--- src/rtl/rob_pkg.sv ---
package rob_pkg;
  timeunit 1ns;
  timeprecision 100ps;

  typedef enum logic [1:0] {
    KIND_REG    = 2'b00,
    KIND_STORE  = 2'b01,
    KIND_BRANCH = 2'b10
  } rob_kind_e;

endpackage

--- src/rtl/rob_ptr_ctrl.sv ---
module rob_ptr_ctrl #(
  parameter  int DEPTH = 8,
  localparam int TAG_W = $clog2(DEPTH),
  localparam int CNT_W = $clog2(DEPTH + 1)
) (
  input  logic             clk,
  input  logic             rst_n,
  input  logic             alloc_fire,
  input  logic             retire_fire,
  input  logic             flush_fire,
  output logic [TAG_W-1:0] head,
  output logic [TAG_W-1:0] tail,
  output logic             full,
  output logic             empty
);
  timeunit 1ns;
  timeprecision 100ps;

  localparam logic [TAG_W-1:0] LAST_IDX = TAG_W'(DEPTH - 1);
  localparam logic [CNT_W-1:0] FULL_CNT = CNT_W'(DEPTH);

  logic [TAG_W-1:0] head_q, head_d, tail_q, tail_d;
  logic [CNT_W-1:0] cnt_q, cnt_d;
  logic             ptr_en;

  function automatic logic [TAG_W-1:0] step(input logic [TAG_W-1:0] p);
    return (p == LAST_IDX) ? '0 : p + 1'b1;
  endfunction

  assign ptr_en = flush_fire | alloc_fire | retire_fire;

  always_comb begin
    head_d = head_q;
    tail_d = tail_q;
    cnt_d  = cnt_q;
    if (flush_fire) begin
      head_d = '0;
      tail_d = '0;
      cnt_d  = '0;
    end else begin
      if (retire_fire) head_d = step(head_q);
      if (alloc_fire)  tail_d = step(tail_q);
      case ({alloc_fire, retire_fire})
        2'b10:   cnt_d = cnt_q + 1'b1;
        2'b01:   cnt_d = cnt_q - 1'b1;
        default: cnt_d = cnt_q;
      endcase
    end
  end

  always_ff @(posedge clk or negedge rst_n) begin
    if (!rst_n) begin
      head_q <= '0;
      tail_q <= '0;
      cnt_q  <= '0;
    end else if (ptr_en) begin
      head_q <= head_d;
      tail_q <= tail_d;
      cnt_q  <= cnt_d;
    end
  end

  assign head  = head_q;
  assign tail  = tail_q;
  assign full  = (cnt_q == FULL_CNT);
  assign empty = (cnt_q == '0);


  count_bound_chk: assert property (@(posedge clk) disable iff (!rst_n)
    cnt_q <= FULL_CNT);


  no_alloc_full_chk: assert property (@(posedge clk) disable iff (!rst_n)
    full |-> !alloc_fire);


  flush_clear_chk: assert property (@(posedge clk) disable iff (!rst_n)
    flush_fire |=> (empty && head_q == '0 && tail_q == '0));


  retire_occupied_chk: assert property (@(posedge clk) disable iff (!rst_n)
    retire_fire |-> !empty);

endmodule

--- src/rtl/rob_entry_store.sv ---
module rob_entry_store
  import rob_pkg::*;
#(
  parameter  int DEPTH  = 8,
  parameter  int DATA_W = 32,
  parameter  int ADDR_W = 16,
  parameter  int REG_W  = 5,
  localparam int TAG_W  = $clog2(DEPTH)
) (
  input  logic              clk,
  input  logic              rst_n,
  input  logic              alloc_fire,
  input  logic [TAG_W-1:0]  alloc_idx,
  input  rob_kind_e         alloc_kind,
  input  logic [REG_W-1:0]  alloc_dest,
  input  logic              res_valid,
  input  logic [TAG_W-1:0]  res_tag,
  input  logic [DATA_W-1:0] res_value,
  input  logic [ADDR_W-1:0] res_addr,
  input  logic              res_mispred,
  input  logic              res_excp,
  input  logic              retire_fire,
  input  logic              flush_fire,
  input  logic [TAG_W-1:0]  head_idx,
  output logic              hd_valid,
  output logic              hd_done,
  output rob_kind_e         hd_kind,
  output logic [REG_W-1:0]  hd_dest,
  output logic [DATA_W-1:0] hd_value,
  output logic [ADDR_W-1:0] hd_addr,
  output logic              hd_mispred,
  output logic              hd_excp
);
  timeunit 1ns;
  timeprecision 100ps;

  logic              valid_a [DEPTH];
  logic              done_a  [DEPTH];
  logic              mis_a   [DEPTH];
  logic              exc_a   [DEPTH];
  rob_kind_e         kind_a  [DEPTH];
  logic [REG_W-1:0]  dest_a  [DEPTH];
  logic [DATA_W-1:0] value_a [DEPTH];
  logic [ADDR_W-1:0] addr_a  [DEPTH];

  for (genvar i = 0; i < DEPTH; i++) begin : g_slot
    logic sel_alloc, sel_res, sel_ret, ctl_en;
    logic v_q, v_d, d_q, d_d, m_q, m_d, e_q, e_d;
    rob_kind_e         k_q;
    logic [REG_W-1:0]  r_q;
    logic [DATA_W-1:0] val_q;
    logic [ADDR_W-1:0] adr_q;

    assign sel_ret   = retire_fire && (head_idx == TAG_W'(i));
    assign sel_alloc = alloc_fire && (alloc_idx == TAG_W'(i));
    // stale results for unallocated slots are dropped here
    assign sel_res   = res_valid && (res_tag == TAG_W'(i)) && v_q && !sel_ret;
    assign ctl_en    = flush_fire | sel_ret | sel_alloc | sel_res;

    always_comb begin
      v_d = v_q;
      d_d = d_q;
      m_d = m_q;
      e_d = e_q;
      if (flush_fire) begin
        v_d = 1'b0;
        d_d = 1'b0;
      end else begin
        if (sel_ret) begin
          v_d = 1'b0;
          d_d = 1'b0;
        end
        if (sel_alloc) begin
          v_d = 1'b1;
          d_d = 1'b0;
          m_d = 1'b0;
          e_d = 1'b0;
        end
        if (sel_res) begin
          d_d = 1'b1;
          m_d = res_mispred;
          e_d = res_excp;
        end
      end
    end

    always_ff @(posedge clk or negedge rst_n) begin
      if (!rst_n) begin
        v_q <= 1'b0;
        d_q <= 1'b0;
        m_q <= 1'b0;
        e_q <= 1'b0;
      end else if (ctl_en) begin
        v_q <= v_d;
        d_q <= d_d;
        m_q <= m_d;
        e_q <= e_d;
      end
    end

    always_ff @(posedge clk) begin
      if (sel_alloc) begin
        k_q <= alloc_kind;
        r_q <= alloc_dest;
      end
    end

    always_ff @(posedge clk) begin
      if (sel_res) begin
        val_q <= res_value;
        adr_q <= res_addr;
      end
    end

    assign valid_a[i] = v_q;
    assign done_a[i]  = d_q;
    assign mis_a[i]   = m_q;
    assign exc_a[i]   = e_q;
    assign kind_a[i]  = k_q;
    assign dest_a[i]  = r_q;
    assign value_a[i] = val_q;
    assign addr_a[i]  = adr_q;
  end

  assign hd_valid   = valid_a[head_idx];
  assign hd_done    = done_a[head_idx];
  assign hd_mispred = mis_a[head_idx];
  assign hd_excp    = exc_a[head_idx];
  assign hd_kind    = kind_a[head_idx];
  assign hd_dest    = dest_a[head_idx];
  assign hd_value   = value_a[head_idx];
  assign hd_addr    = addr_a[head_idx];


  alloc_free_slot_chk: assert property (@(posedge clk) disable iff (!rst_n)
    alloc_fire |-> !valid_a[alloc_idx]);


  head_done_valid_chk: assert property (@(posedge clk) disable iff (!rst_n)
    hd_done |-> hd_valid);

endmodule

--- src/rtl/rob_commit_ctrl.sv ---
module rob_commit_ctrl
  import rob_pkg::*;
(
  input  logic      hd_valid,
  input  logic      hd_done,
  input  rob_kind_e hd_kind,
  input  logic      hd_mispred,
  input  logic      hd_excp,
  output logic      retire_fire,
  output logic      flush_fire,
  output logic      flush_is_excp,
  output logic      wr_reg,
  output logic      wr_store
);
  timeunit 1ns;
  timeprecision 100ps;

  logic head_ready, head_fault, bad_branch;

  always_comb begin
    head_ready    = hd_valid && hd_done;
    bad_branch    = (hd_kind == KIND_BRANCH) && hd_mispred;
    head_fault    = hd_excp || bad_branch;
    flush_fire    = head_ready && head_fault;
    retire_fire   = head_ready && !head_fault;
    flush_is_excp = hd_excp;
    wr_reg        = retire_fire && (hd_kind == KIND_REG);
    wr_store      = retire_fire && (hd_kind == KIND_STORE);
  end

endmodule

--- src/rtl/reorder_commit_buf.sv ---
module reorder_commit_buf
  import rob_pkg::*;
#(
  parameter  int DEPTH  = 8,
  parameter  int DATA_W = 32,
  parameter  int ADDR_W = 16,
  parameter  int REG_W  = 5,
  localparam int TAG_W  = $clog2(DEPTH)
) (
  input  logic              clk,
  input  logic              rst_n,
  input  logic              alloc_valid,
  input  logic [1:0]        alloc_kind,
  input  logic [REG_W-1:0]  alloc_dest,
  output logic              alloc_ready,
  output logic [TAG_W-1:0]  alloc_tag,
  input  logic              res_valid,
  input  logic [TAG_W-1:0]  res_tag,
  input  logic [DATA_W-1:0] res_value,
  input  logic [ADDR_W-1:0] res_addr,
  input  logic              res_mispred,
  input  logic              res_excp,
  output logic              retire_valid,
  output logic [TAG_W-1:0]  commit_tag,
  output logic              rf_we,
  output logic [REG_W-1:0]  rf_addr,
  output logic [DATA_W-1:0] rf_data,
  output logic              st_en,
  output logic [ADDR_W-1:0] st_addr,
  output logic [DATA_W-1:0] st_data,
  output logic              flush,
  output logic              flush_excp,
  output logic [TAG_W-1:0]  flush_tag,
  output logic              rob_full,
  output logic              rob_empty
);
  timeunit 1ns;
  timeprecision 100ps;

  logic [TAG_W-1:0]  head, tail;
  logic              full, empty;
  logic              alloc_fire, retire_fire, flush_fire, flush_is_excp;
  logic              wr_reg, wr_store;
  logic              hd_valid, hd_done, hd_mispred, hd_excp;
  rob_kind_e         hd_kind;
  logic [REG_W-1:0]  hd_dest;
  logic [DATA_W-1:0] hd_value;
  logic [ADDR_W-1:0] hd_addr;

  assign alloc_ready = !full && !flush_fire;
  assign alloc_fire  = alloc_valid && alloc_ready;

  rob_ptr_ctrl #(.DEPTH(DEPTH)) u_ptr (
    .clk         (clk),
    .rst_n       (rst_n),
    .alloc_fire  (alloc_fire),
    .retire_fire (retire_fire),
    .flush_fire  (flush_fire),
    .head        (head),
    .tail        (tail),
    .full        (full),
    .empty       (empty)
  );

  rob_entry_store #(
    .DEPTH  (DEPTH),
    .DATA_W (DATA_W),
    .ADDR_W (ADDR_W),
    .REG_W  (REG_W)
  ) u_store (
    .clk         (clk),
    .rst_n       (rst_n),
    .alloc_fire  (alloc_fire),
    .alloc_idx   (tail),
    .alloc_kind  (rob_kind_e'(alloc_kind)),
    .alloc_dest  (alloc_dest),
    .res_valid   (res_valid),
    .res_tag     (res_tag),
    .res_value   (res_value),
    .res_addr    (res_addr),
    .res_mispred (res_mispred),
    .res_excp    (res_excp),
    .retire_fire (retire_fire),
    .flush_fire  (flush_fire),
    .head_idx    (head),
    .hd_valid    (hd_valid),
    .hd_done     (hd_done),
    .hd_kind     (hd_kind),
    .hd_dest     (hd_dest),
    .hd_value    (hd_value),
    .hd_addr     (hd_addr),
    .hd_mispred  (hd_mispred),
    .hd_excp     (hd_excp)
  );

  rob_commit_ctrl u_commit (
    .hd_valid      (hd_valid),
    .hd_done       (hd_done),
    .hd_kind       (hd_kind),
    .hd_mispred    (hd_mispred),
    .hd_excp       (hd_excp),
    .retire_fire   (retire_fire),
    .flush_fire    (flush_fire),
    .flush_is_excp (flush_is_excp),
    .wr_reg        (wr_reg),
    .wr_store      (wr_store)
  );

  assign alloc_tag    = tail;
  assign retire_valid = retire_fire;
  assign commit_tag   = head;
  assign rf_we        = wr_reg;
  assign rf_addr      = hd_dest;
  assign rf_data      = hd_value;
  assign st_en        = wr_store;
  assign st_addr      = hd_addr;
  assign st_data      = hd_value;
  assign flush        = flush_fire;
  assign flush_excp   = flush_is_excp;
  assign flush_tag    = head;
  assign rob_full     = full;
  assign rob_empty    = empty;


  one_port_chk: assert property (@(posedge clk) disable iff (!rst_n)
    $onehot0({rf_we, st_en}));


  retire_or_flush_chk: assert property (@(posedge clk) disable iff (!rst_n)
    !(retire_valid && flush));


  flush_empties_chk: assert property (@(posedge clk) disable iff (!rst_n)
    flush |=> (rob_empty && alloc_tag == '0));


  flush_blocks_alloc_chk: assert property (@(posedge clk) disable iff (!rst_n)
    (flush && alloc_valid) |=> rob_empty);


  reset_idle_chk: assert property (@(posedge clk) disable iff (!rst_n)
    rob_empty |-> !retire_valid && !flush);

endmodule

--- config.mk ---
export PLATFORM = sky130hd
export DESIGN_NAME = reorder_commit_buf
export DESIGN_NICKNAME = d
export VERILOG_FILES = /design/src/rtl/rob_pkg.sv /design/src/rtl/rob_ptr_ctrl.sv /design/src/rtl/rob_entry_store.sv /design/src/rtl/rob_commit_ctrl.sv /design/src/rtl/reorder_commit_buf.sv
export SDC_FILE = /design/constraint.sdc
export NUM_CORES = 1
export LEC_CHECK = 0
export CELL_PAD_IN_SITES_DETAIL_PLACEMENT = 1
export CELL_PAD_IN_SITES_GLOBAL_PLACEMENT = 1
export CORE_MARGIN = 5
export CORE_UTILIZATION = 59
export DETAILED_ROUTE_END_ITERATION = 12
export DONT_BUFFER_PORTS = 1
export GPL_TIMING_DRIVEN = 0
export PLACE_DENSITY = 0.95
export SETUP_SLACK_MARGIN = 0.02
export SKIP_CTS_REPAIR_TIMING = 1
export SLEW_MARGIN = 0
export SYNTH_ARGS = -nofsm -noshare
export SYNTH_HDL_FRONTEND = slang
export SYNTH_SLANG_ARGS = --single-unit
export TNS_END_PERCENT = 10
--- constraint.sdc ---
create_clock -name clk -period 7.2 [get_ports clk]
set_clock_uncertainty 0.2 [all_clocks]
set_input_delay 0.72 -clock clk [delete_from_list [all_inputs] [get_ports clk]]
set_output_delay 0.72 -clock clk [all_outputs]
set_load 0.005 [all_outputs]
==> results.txt <==
After the flow finishes, the layout carries non-filler instances totaling approximately 1,600. The global placement routability congestion came out at approximately 0.89. The reg-to-reg setup timing slack came out at roughly 2.4 ns. The power density of the placed cells is between 300 and 400 mW/mm^2. By startpoint and endpoint, the worst setup path is classified as reg2out. Summed over all layers, the global routing overflow is 0. The number of enable-type register cells in the synthesized netlist is 440. The signed area change from the synthesized netlist to the final layout came out at 13.6%. The number of buffers added on ports came out at 0. The post-route cell area came out at between 0.02 and 0.025 mm^2.

The fraction of layout cells with a size suffix above 1 came out at about a quarter. In the synthesized netlist, the number of instances is between 1,000 and 1,500. The slew at the pin closest to its max-slew limit is 1.23 ns. The post-DP HPWL is around 33 mm. The root buffer cell chosen for the clock tree is clkbuf_16. The tightest min-delay check is of the in2reg type. Net switching is between 30 and 40% of the power.

The final-report setup violation count is 0. The area of all sequential standard cells is about 0.014 mm^2. The horizontal die dimension is about 190 um.

The shortest clock period the worst path allows after layout came out at between 5 and 6 ns. The sequential fraction of the synthesis area is 73.8%. The worst reg2reg path depth is 11.

At the placement stage, the worst setup path has a slack of approximately 2.6 ns. The share of Yosys cell area claimed by the top area cell type is between 60% and 70%. Entering global routing, the biggest net connects 43 pins. Measured along the y axis, the die boundary spans around 190 um. STA classifies the critical path startpoint as a register. The initial DRC count is about 1,200. The internal cell power came out at between 5 and 6 mW. The switching power of the nets came out at a little under 3 mW. The cell repeated most along the worst path is clkbuf_1.

The max-slew violation count is 0. The vias per cell came out at roughly 6.7. Hold timing on the final database bottoms out at a slack of between 0.02 and 0.025 ns. The register bit count reported by yosys is ~480. The number of rows created at floorplan is 66. The placeable core region is 0.0325 mm^2.

The cell count after placement is between 1,500 and 2,000. The cell taking the most area after synthesis is edfxtp_1. Across the run, the number of max-cap violations was 0. roughly 170 I/O pins were placed. The beginning of the worst hold path is res_addr[9]. Summing the areas of all and, or, nand and nor instances in the mapped netlist gives a little over 5% of the synthesized area. For this run, the leading register cell type out of synthesis is edfxtp_1. The count of filler cells inserted in the layout is about 2,600.

The net count of the finished layout is ~1,200. The routed layout has about 11,000 vias. The flow ran to the end, and the final reports show no timing, DRC or antenna violations.

The post-synthesis share of cell area spent on xor and xnor gates came out at less than 1%. The detailed-route wire length per cell is 34.0 um. IR analysis of the VDD net gives a maximum drop of between 200 and 250 uV.

The arrival time at the worst endpoint came out at roughly 4.2 ns. The post-synthesis instance area is roughly 0.019 mm^2. The share of synthesized registers carrying an async set or reset is about 8.7%. The placed standard-cell area came out at about 0.020 mm^2.

The remaining antenna violation count after routing came out at 0. The floorplan step defined a die boundary enclosing 0.0365 mm^2. The worst hold path depth came out at 0. The count of different cell masters after synthesis is 47. The CTS tree is yes. For hold timing, the worst endpoint is u_store.g_slot[5].adr_q[9]. The number of antenna violations at the first check in global routing is 0. The adder and majority gate portion of the synthesized area is between 1 and 1.5%. The synthesized netlist devotes under 10% of its cell area to compound gates. The number of buffers created by CTS is 48. The worst register-to-register path begins at u_ptr.head[0]. After synthesis, the largest family of logic cells by area is multiplexers. The top achievable clock speed is 195 MHz. The portion of the clock cycle consumed by the worst path in the final layout is between 70 and 80%. In the routed design, unresolved DRC markers number 0. The net count after synthesis came out at 1,133. The multiplexer share of the synthesized area is between 10% and 20%.

The sequential fraction of design power came out at 40.3%. The initial core utilization came out at between 50% and 60%. For this run, the number of Yosys warnings is 0. Sorting the synthesized cells by area gives the leading types as edfxtp_1 (68%), mux4_2 (13%), dfrtp_1 (5.4%), nand2_1 (3.4%), buf_4 (1.4%). The clock tree synthesis step divided the H-tree into 2 levels. The via count of the first global-routing pass is 11,700. The part of the power in the clock network came out at 28.6%. The headroom to the max-slew limit is ~18%. On the critical path, the stage with the largest delay is an instance of clkbuf_1. The overall fraction of global-route tracks in use came out at between 20% and 30%.

The critical path goes through buf_2 > clkbuf_1 > clkbuf_1 > clkbuf_1 > mux4_2 > nand2_1 > nand2_1 > buf_4. The final cell utilization of the core is 67.7%. The maximum number of buffers from clock root to sink is 3. The clock-pin transition on the worst setup and hold timing paths is ~0.07 ns. Dividing the synthesized area by the synthesized cell count gives between 15 and 20 um^2.

The worst stage delay on the critical path came out at 0.64 ns. The maximum fanout along the worst path is 10. The final count of hold timing violations was 0. Summing all multi-input logic gate instances after layout gives around 0.0047 mm^2.

The number of antenna diodes in the final layout is 0. The number of search-and-repair iterations in the first detailed-routing pass is 6. The most critical setup path has its startpoint at u_ptr.head[1]. The insertion delay of the later-clocked pin in the worst-skew pair is 0.57 ns. The worst path required time is 6.28 ns.

The minimum setup slack in the final design came out at about 2.1 ns. Setup repair after global routing left no endpoint under its margin. Combinational cells account for 31.1% of the total power. The leakage power summed over all cells came out at roughly 7.5 nW. STA classifies the critical path endpoint as an output pin.

The wire length of the first global-routing pass came out at slightly below 80 mm. The endpoint identified for the worst register-to-register timing path is u_store.g_slot[6].val_q[13]. After detailed routing, the total wire length is about 54 mm. The number of clock sinks is between 400 and 500.
stage by stage:
step,total power [mW],setup TNS [ns]
CTS,8.59,0
finish,8.60,0
global placement,5.82,-240.14
floorplan,5.25,0
detailed placement,6.06,0
global route,8.93,0
critical path, delay by kind of cell, from the launching register on:
family | cells | cell delay (ns)
AND/OR/NAND/NOR | 2 | 0.28
buffers and inverters | 5 | 2.41
flip-flops | 1 | 0.50
multiplexers | 1 | 0.44
cells by family (layout without fill, tap and decap cells):
| logic type | count (synthesis) | in the layout |
|---|---|---|
| buf+inv | 94 | 201 |
| flops | 482 | 482 |
| fa+ha+maj | 15 | 15 |
| xor+xnor | 2 | 2 |
| simple gates | 237 | 237 |
| compound gates | 82 | 82 |
| mux | 142 | 142 |
state kept, by name, indices dropped and copies added (netlist names):
| signal | cells |
|---|---|
| u_ptr.cnt_q | 4 |
| u_ptr.head | 3 |
| u_ptr.tail | 3 |
| u_store.g_slot.adr_q | 128 |
| u_store.g_slot.d_q | 8 |
| u_store.g_slot.e_q | 8 |
| u_store.g_slot.k_q | 16 |
| u_store.g_slot.m_q | 8 |
| u_store.g_slot.r_q | 40 |
| u_store.g_slot.v_q | 8 |
| u_store.g_slot.val_q | 256 |
power by group through the flow:
stage               clock network [mW]  logic [mW]  registers (mW)
floorplan                            0        1.81            3.44
global placement                     0        2.34            3.48
detailed placement                   0        2.57            3.50
CTS                               2.48        2.65            3.45
global route                      2.63        2.83            3.47
finish                            2.46        2.68            3.46
cells in the mapped netlist (4+ instances only):
| master | instances |
|---|---|
| a21boi_0 | 4 |
| a21oi_1 | 13 |
| nand3b_1 | 4 |
| buf_4 | 35 |
| nand3_1 | 16 |
| a31oi_1 | 4 |
| mux4_2 | 111 |
| dfrtp_1 | 42 |
| mux2i_1 | 22 |
| edfxtp_1 | 440 |
| a22oi_1 | 5 |
| clkbuf_1 | 23 |
| inv_1 | 8 |
| mux2_2 | 6 |
| ha_1 | 14 |
| nor2b_1 | 6 |
| o21ai_1 | 4 |
| a21o_1 | 11 |
| nor2_1 | 19 |
| nand2_1 | 173 |
| nand4_1 | 4 |
| buf_1 | 10 |
| o21ai_0 | 26 |
| buf_2 | 14 |
placed cells by master, fill, tap and decap left out, types with 6 or more instances in the layout:
master,synthesis,final
buf_2,14,14
mux2i_1,22,22
clkbuf_1,23,29
nand2_1,173,173
a21oi_1,13,8
nor2b_1,6,6
dfrtp_1,42,42
clkinv_1,0,10
clkinv_2,1,12
nand3_1,16,16
buf_4,35,35
clkbuf_16,0,49
buf_16,0,13
a21o_1,11,11
nor2_1,19,19
inv_1,8,8
mux2_2,6,6
mux4_2,111,111
clkinvlp_4,0,6
buf_1,10,10
ha_1,14,14
edfxtp_1,440,440
o21ai_0,26,26
area by class of cell:
cell class	count	area share [%]
inverter	10	0.177
clock inverter	31	1.08
multi-input combinational	478	21.2
tap	442	2.52
buffer	84	2.18
timing repair buffer	18	2.04
clock buffer	58	5.87
sequential	482	64.9
metal layers:
metal	track usage [%]	wire (um)	share of wire, %
met1	36.8	18600	34
met5	0	0	0
met2	52.1	28300	52
met4	12.3	2510	4.6
met3	6.70	4980	9.2
worst max path at each step:
stage	to	slack (ns)	cells past startpoint
after floorplan	u_store.g_slot[5].adr_q[0]	2.30	9
after global routing	st_data[16]	1.94	9
after global placement	u_store.g_slot[6].val_q[2]	-0.82	9
after CTS	st_data[16]	2.13	9
final	st_data[4]	2.07	8
after detailed placement	u_store.g_slot[6].val_q[0]	2.58	11
No activity file was read; power rests on OpenSTA's default activity.
